[config.mk]
export PLATFORM = sky130hd
export DESIGN_NAME = kbd_rx_top
export DESIGN_NICKNAME = d
export VERILOG_FILES = /design/src/rtl/kbd_rx_pkg.sv /design/src/rtl/kbd_rx_sync.sv /design/src/rtl/kbd_rx_deframe.sv /design/src/rtl/kbd_rx_handshake.sv /design/src/rtl/kbd_rx_hostregs.sv /design/src/rtl/kbd_rx_top.sv
export SDC_FILE = /design/constraint.sdc
export NUM_CORES = 1
export LEC_CHECK = 0
export BUFFER_PORTS_ARGS = -buffer_cell sky130_fd_sc_hd__buf_2
export CAP_MARGIN = 10
export CORE_MARGIN = 2
export CORE_UTILIZATION = 30
export DETAILED_ROUTE_END_ITERATION = 10
export PLACE_DENSITY = 0.55
export SETUP_SLACK_MARGIN = 0.2
export SLEW_MARGIN = 20
export SYNTH_ARGS = -nofsm -noshare
export SYNTH_HDL_FRONTEND = slang
export SYNTH_SLANG_ARGS = --single-unit
[constraint.sdc]
create_clock -name clk -period 5 [get_ports clk]
set_input_delay 0.25 -clock clk [delete_from_list [all_inputs] [get_ports clk]]
set_output_delay 0.25 -clock clk [all_outputs]
set_load 0.01 [all_outputs]
[src/rtl/kbd_rx_pkg.sv]
package kbd_rx_pkg;

    localparam int FRAME_BITS = 8;

    typedef logic [FRAME_BITS-1:0] code_t;

    typedef enum logic {
        REG_DATA   = 1'b0,
        REG_STATUS = 1'b1
    } reg_sel_e;

    typedef struct packed {
        logic  valid;
        code_t code;
    } frame_t;

    // Serial order is 6..0 then 7; after shifting left the key-up bit
    // sits at position 0, so rotate right by one to restore order.
    function automatic code_t unrotate(input code_t raw);
        return {raw[0], raw[FRAME_BITS-1:1]};
    endfunction

    function automatic int unsigned us_to_cycles(input int unsigned khz,
                                                 input int unsigned us);
        return (khz * us + 999) / 1000;
    endfunction

endpackage

[src/rtl/kbd_rx_sync.sv]
module kbd_rx_sync #(
    parameter int WIDTH  = 2,
    parameter int STAGES = 2
) (
    input  logic             clk,
    input  logic             rst,
    input  logic [WIDTH-1:0] d,
    output logic [WIDTH-1:0] q
);
    logic [STAGES-1:0][WIDTH-1:0] stg;

    generate
        for (genvar g = 0; g < STAGES; g++) begin : g_stage
            if (g == 0) begin : g_first
                always_ff @(posedge clk) begin
                    if (rst) stg[0] <= '1;
                    else     stg[0] <= d;
                end
            end else begin : g_next
                always_ff @(posedge clk) begin
                    if (rst) stg[g] <= '1;
                    else     stg[g] <= stg[g-1];
                end
            end
        end
    endgenerate

    assign q = stg[STAGES-1];
endmodule

[src/rtl/kbd_rx_deframe.sv]
module kbd_rx_deframe
    import kbd_rx_pkg::*;
#(
    parameter int unsigned IDLE_CYCLES = 250000
) (
    input  logic   clk,
    input  logic   rst,
    input  logic   kclk_s,
    input  logic   kdat_s,
    input  logic   hold,
    input  logic   clear,
    input  logic   hs_done,
    output frame_t frame
);
    localparam int CW = $clog2(FRAME_BITS + 1);
    localparam int IW = $clog2(IDLE_CYCLES + 1);
    localparam logic [CW-1:0] FULL     = CW'(FRAME_BITS);
    localparam logic [CW-1:0] LAST     = CW'(FRAME_BITS - 1);
    localparam logic [IW-1:0] IDLE_MAX = IW'(IDLE_CYCLES - 1);

    logic          kclk_prev;
    logic [CW-1:0] cnt_q;
    code_t         shift_q;
    logic [IW-1:0] idle_q;

    logic  rise, take, partial;
    code_t next_shift;

    assign rise       = kclk_s & ~kclk_prev;
    assign take       = rise & ~hold & (cnt_q < FULL);
    assign partial    = (cnt_q != '0) && (cnt_q < FULL);
    assign next_shift = {shift_q[FRAME_BITS-2:0], ~kdat_s};

    always_ff @(posedge clk) begin
        if (rst) begin
            kclk_prev <= 1'b1;
            cnt_q     <= '0;
            shift_q   <= '0;
            idle_q    <= '0;
        end else begin
            kclk_prev <= kclk_s;
            if (clear || hs_done) begin
                cnt_q   <= '0;
                shift_q <= '0;
                idle_q  <= '0;
            end else if (take) begin
                cnt_q   <= cnt_q + CW'(1);
                shift_q <= next_shift;
                idle_q  <= '0;
            end else if (partial) begin
                if (idle_q == IDLE_MAX) begin
                    cnt_q  <= '0;
                    idle_q <= '0;
                end else begin
                    idle_q <= idle_q + IW'(1);
                end
            end else begin
                idle_q <= '0;
            end
        end
    end

    assign frame.valid = take && (cnt_q == LAST);
    assign frame.code  = unrotate(next_shift);


    cnt_bound_chk: assert property (@(posedge clk) disable iff (rst)
        cnt_q <= FULL);


    hold_freeze_chk: assert property (@(posedge clk) disable iff (rst)
        (hold && !clear && !hs_done) |=> (cnt_q == $past(cnt_q) || cnt_q == '0));


    full_from_frame_chk: assert property (@(posedge clk) disable iff (rst)
        $rose(cnt_q == FULL) |-> $past(frame.valid));
endmodule

[src/rtl/kbd_rx_handshake.sv]
module kbd_rx_handshake #(
    parameter int unsigned HS_CYCLES = 21250
) (
    input  logic clk,
    input  logic rst,
    input  logic start,
    output logic low,
    output logic done
);
    localparam int HW = $clog2(HS_CYCLES + 1);
    localparam logic [HW-1:0] LOAD = HW'(HS_CYCLES);

    logic [HW-1:0] cnt_q;

    always_ff @(posedge clk) begin
        if (rst)                cnt_q <= '0;
        else if (start)         cnt_q <= LOAD;
        else if (cnt_q != '0)   cnt_q <= cnt_q - HW'(1);
    end

    assign low  = (cnt_q != '0);
    assign done = (cnt_q == HW'(1));


    start_low_chk: assert property (@(posedge clk) disable iff (rst)
        start |=> low);


    end_on_done_chk: assert property (@(posedge clk) disable iff (rst)
        $fell(low) |-> $past(done));
endmodule

[src/rtl/kbd_rx_hostregs.sv]
module kbd_rx_hostregs
    import kbd_rx_pkg::*;
(
    input  logic     clk,
    input  logic     rst,
    input  reg_sel_e sel,
    input  logic     rd,
    input  logic     wr,
    input  code_t    wdata,
    input  frame_t   frame,
    output code_t    rdata,
    output logic     pending,
    output logic     release_hs,
    output logic     clear
);
    logic  pending_q, arm_q;
    code_t data_q;
    logic  wr_data, wr_stat, zero_wr;

    assign wr_data    = wr && (sel == REG_DATA);
    assign wr_stat    = wr && (sel == REG_STATUS);
    assign zero_wr    = wr_data && (wdata == '0);
    assign release_hs = zero_wr && (pending_q || arm_q);
    assign clear      = zero_wr && arm_q;

    always_ff @(posedge clk) begin
        if (rst) begin
            pending_q <= 1'b0;
            arm_q     <= 1'b0;
            data_q    <= '0;
        end else begin
            if (wr_stat)      arm_q <= (wdata == '0);
            else if (wr_data) arm_q <= 1'b0;

            if (release_hs) begin
                pending_q <= 1'b0;
            end else if (frame.valid) begin
                pending_q <= 1'b1;
                data_q    <= frame.code;
            end
        end
    end

    assign pending = pending_q;
    assign rdata   = !rd ? '0 :
                     (sel == REG_STATUS) ? {pending_q, {(FRAME_BITS-1){1'b0}}} : data_q;


    pend_rise_chk: assert property (@(posedge clk) disable iff (rst)
        $rose(pending_q) |-> $past(frame.valid));


    data_hold_chk: assert property (@(posedge clk) disable iff (rst)
        (pending_q && $past(pending_q)) |-> $stable(data_q));


    status_low_bits_chk: assert property (@(posedge clk) disable iff (rst)
        (rd && sel == REG_STATUS) |-> (rdata[FRAME_BITS-2:0] == '0));
endmodule

[src/rtl/kbd_rx_top.sv]
module kbd_rx_top
    import kbd_rx_pkg::*;
#(
    parameter int unsigned CLK_KHZ     = 250000,
    parameter int unsigned HS_US       = 85,
    parameter int unsigned IDLE_US     = 1000,
    parameter int          SYNC_STAGES = 2
) (
    input  logic       clk,
    input  logic       rst,
    input  logic       kb_clk_i,
    input  logic       kb_dat_i,
    output logic       kb_dat_low_o,
    input  logic       host_sel_i,
    input  logic       host_rd_i,
    input  logic       host_wr_i,
    input  logic [7:0] host_wdata_i,
    output logic [7:0] host_rdata_o
);
    localparam int unsigned HS_CYCLES   = us_to_cycles(CLK_KHZ, HS_US);
    localparam int unsigned IDLE_CYCLES = us_to_cycles(CLK_KHZ, IDLE_US);

    logic [1:0] lines_s;
    frame_t     frame;
    logic       pending, release_hs, clear, hs_low, hs_done;
    reg_sel_e   sel;

    assign sel = reg_sel_e'(host_sel_i);

    kbd_rx_sync #(.WIDTH(2), .STAGES(SYNC_STAGES)) u_sync (
        .clk (clk),
        .rst (rst),
        .d   ({kb_clk_i, kb_dat_i}),
        .q   (lines_s)
    );

    kbd_rx_deframe #(.IDLE_CYCLES(IDLE_CYCLES)) u_deframe (
        .clk     (clk),
        .rst     (rst),
        .kclk_s  (lines_s[1]),
        .kdat_s  (lines_s[0]),
        .hold    (hs_low),
        .clear   (clear),
        .hs_done (hs_done),
        .frame   (frame)
    );

    kbd_rx_hostregs u_regs (
        .clk        (clk),
        .rst        (rst),
        .sel        (sel),
        .rd         (host_rd_i),
        .wr         (host_wr_i),
        .wdata      (host_wdata_i),
        .frame      (frame),
        .rdata      (host_rdata_o),
        .pending    (pending),
        .release_hs (release_hs),
        .clear      (clear)
    );

    kbd_rx_handshake #(.HS_CYCLES(HS_CYCLES)) u_hs (
        .clk   (clk),
        .rst   (rst),
        .start (release_hs),
        .low   (hs_low),
        .done  (hs_done)
    );

    assign kb_dat_low_o = hs_low;


    no_ack_while_pending_chk: assert property (@(posedge clk) disable iff (rst)
        kb_dat_low_o |-> !pending);


    nonzero_keeps_pending_chk: assert property (@(posedge clk) disable iff (rst)
        (host_wr_i && !host_sel_i && host_wdata_i != 8'h00 && pending) |=> pending);
endmodule

==> flow_summary.yaml <==
clock_tree:
  numCtsBuffers: 9
  cts_sinks: 59
  clk_path_buf_depth: 2
  cts_max_level: 3
  root_buffer: "clkbuf_8"
  clk_transition_reported_paths_ns: 0.07
  clock_tree_from_tritoncts: "built"
  cts_hold_buffers: 0
  post_cts_resize_count: 0
  post_cts_buffers: 0
  clk_latency_ns: 0.34
pwr:
  p_per_area_mw_per_mm2: 481
  leakage_nw: 1.21
  vdd_ir_drop_max_v: 0.000166
min_path:
  timing.hold.worst_path_depth: 2
  worst_hold_path.endpoint: "u_sync.stg[0]"
  hp-class: "input pin to register"
  hold_path.startpoint: "kb_dat_i"
timing:
  transition_at_the_pin_with_the_smallest_max_transition_slack_ns: 0.485
  setup_viol: 0
  period_minus_slack_ns: 2.23
  final_max_slew_viol_count: 0
  worst_hold_slack_ns: 0.0849
  fmaxAchievable_mhz: 449
  fin_worst_skew_ns: 0.0120
  hold_viol_final: 0
  timing.slew.headroom_pct: 67.4
  grt_setup_unrepaired: "false"
  final.period_utilization_pct: 44.5
  tns_ns: 0
placed_design:
  place_hpwl_mm: 3.49
  post_dp_cell_area_mm2: 0.00287
  globalplace.congestion: 0.723
  count_of_buffers_inserted_at_the_top_level_ports: 23
layout:
  multi_input_comb_area_mm2: 0.00140
  layout.filler_cells: 877
  area.growth.synth_to_final_pct: 14.3
  finish.instance_area_mm2: 0.00307
  diodes: 0
  nNetsFinal: 347
  register_area_mm2: 0.00118
  post_route_cells_drive_above_1_share_pct: 17.5
route:
  num_vias: 2061
  postRouteWirelength_mm: 5.01
  post_drt_wl_per_cell_um: 11.4
  number_of_nets_with_antenna_violations_after_routing: 0
  post-route-drc-count: 0
  vias_per_cell: 4.69
  initial_drc_count: 40
  drt_pass1_iterations: 4
synthesis:
  yosysSeqAreaShare_pct: 43.9
  synth_enable_flop_cells: 0
  post-synth-top-area-fraction_pct: 43.9
  netlist_instances: 302
  syn_avg_cell_area_um2: 8.90
  most_area_consuming_cells_after_synthesis: "dfxtp_1 (44%), nor2_1 (7.7%), xnor2_1 (5.5%)"
  async_reset_ff_share_pct: 0
  syn-num-nets: 323
  synth.distinct_cells: 44
  synthesis.area_mm2: 0.00269
  synth.ff_latch_count: 59
  ys.warnings.count: 0
  synth_top_flop_cell: "dfxtp_1"
  synth_top_cell_by_area: "dfxtp_1"
  synth.most_common_cell: "dfxtp_1"
  synthTopCellsByCount: "dfxtp_1 (59), nor2_1 (55), nand2_1 (29)"
global_route:
  grt.total_usage_pct: 11.0
  grt_pass1_vias: 1894
  grt_max_degree: 22
  grt_remaining_overflow: 0
  global_route_wire_length_before_repair_mm: 8.48
  initial_antenna_violation_count: 0
worst_setup_path:
  worstReg2RegEnd: "u_regs.data_q[4]"
  worst-endpoint-required_ns: 5.22
  crit_fanout: 11
  setup.worst_path.start_class: "register"
  worstReg2RegStart: "u_hs.cnt_q[0]"
  worst-endpoint-arrival_ns: 2.45
  worstSetupEndpointType: "register"
  criticalPathCategory: "register to register"
  reg2regPathDepth: 8
  setup.reg_to_reg.worst_slack_ns: 2.77
die:
  die_y_um: 98.7
  fp.dieArea_mm2: 0.00973
  floorplan.initialDensity_pct: 30.8
  fp.coreArea_mm2: 0.00872
  rows: 34
  die-width_um: 98.7
  io-pin-count: 24
status:
  outcome: "complete, no violations"
flow_run:
  number_of_max_cap_violations: 0
## critical path: stages (launching register included)
cell and delay [ns]:
dfxtp_1 0.33, inv_1 0.12, ha_1 0.18, nor4b_2 0.22, and4_1 0.38, inv_2 0.18
a211o_1 0.43, mux2i_1 0.21, nor2_1 0.06
## metal layers
metal	up-vias	share of wire, %	track usage, %
li1	1061	-	-
met1	951	48	12.8
met2	39	46	17.8
met3	10	4.2	3.83
met4	0	2.2	5.69
met5	-	0	0
## report_power, final
| part | internal (mW) | total [mW] | leakage (nW) | switching, mW |
|---|---|---|---|---|
| sequential | 0.525 | 0.588 | 0.479 | 0.0635 |
| combinational | 0.193 | 0.452 | 0.632 | 0.259 |
| clock | 0.243 | 0.438 | 0.0987 | 0.194 |
| total | 0.961 | 1.48 | 1.21 | 0.517 |
## registers in the layout (all words and copies together) (netlist names)
| signal | cells |
|---|---|
| u_regs.pending | 1 |
| u_deframe.kclk_prev | 1 |
| u_hs.cnt_q | 15 |
| u_sync.q | 2 |
| u_sync.stg | 2 |
| u_deframe.idle_q | 18 |
| u_regs.arm_q | 1 |
| u_regs.data_q | 8 |
| u_deframe.shift_q | 7 |
| u_deframe.cnt_q | 4 |
## final cells by class
cell class                      count  share of cell area, %
Clock buffer                       10                   4.48
Clock inverter                      6                   2.08
Timing Repair Buffer               23                   3.75
Sequential cell                    59                   38.4
Tap cell                          108                   4.40
Multi-Input combinational cell    223                   45.6
Inverter                           10                   1.22
## placed cells by master, fill, tap and decap left out, types with 4 or more instances in the layout
| master | n |
|---|---|
| nand2_1 | 29 |
| mux2i_1 | 9 |
| inv_1 | 9 |
| and3_1 | 5 |
| nand3_1 | 11 |
| a21oi_1 | 18 |
| xnor2_1 | 17 |
| and2_1 | 8 |
| dfxtp_1 | 59 |
| buf_2 | 23 |
| ha_1 | 6 |
| xor2_1 | 10 |
| and4_1 | 4 |
| nor3_1 | 6 |
| clkbuf_8 | 10 |
| or2_2 | 6 |
| nor2_1 | 55 |
## through the flow
step | utilization [%] | setup WS [ns] | std cells | power, mW
6_report | 35.2 | 2.77 | 439 | 1.48
5_1_grt | 35.2 | 2.60 | 439 | 1.58
4_1_cts | 35.2 | 2.78 | 439 | 1.50
3_5_place_dp | 32.9 | 2.81 | 423 | 1.05
3_3_place_gp | 32.9 | 2.90 | 423 | 1.04
2_1_floorplan | - | 3.22 | 302 | 0.989
## cells by family after synthesis
family,count (synthesis),share of synthesized area [%]
AND/OR/NAND/NOR,154,31.1
flip-flops,59,43.9
AO/OA/AOI/OAI,27,6.10
XOR/XNOR,27,8.80
buffers and inverters,20,3.86
multiplexers,9,3.35
adder cells (fa/ha/maj),6,2.79
## worst max path at each step
stage                  startpoint                to  cells past startpoint
finish              u_hs.cnt_q[0]  u_regs.data_q[4]                      8
global route        u_hs.cnt_q[0]  u_regs.data_q[4]                      8
CTS                 u_hs.cnt_q[0]  u_regs.data_q[2]                      8
detailed placement  u_hs.cnt_q[0]  u_regs.data_q[2]                      8
global placement    u_hs.cnt_q[0]  u_regs.data_q[5]                      8
floorplan           u_hs.cnt_q[0]  u_regs.data_q[0]                     10
No activity file was read; power rests on OpenSTA's default activity.
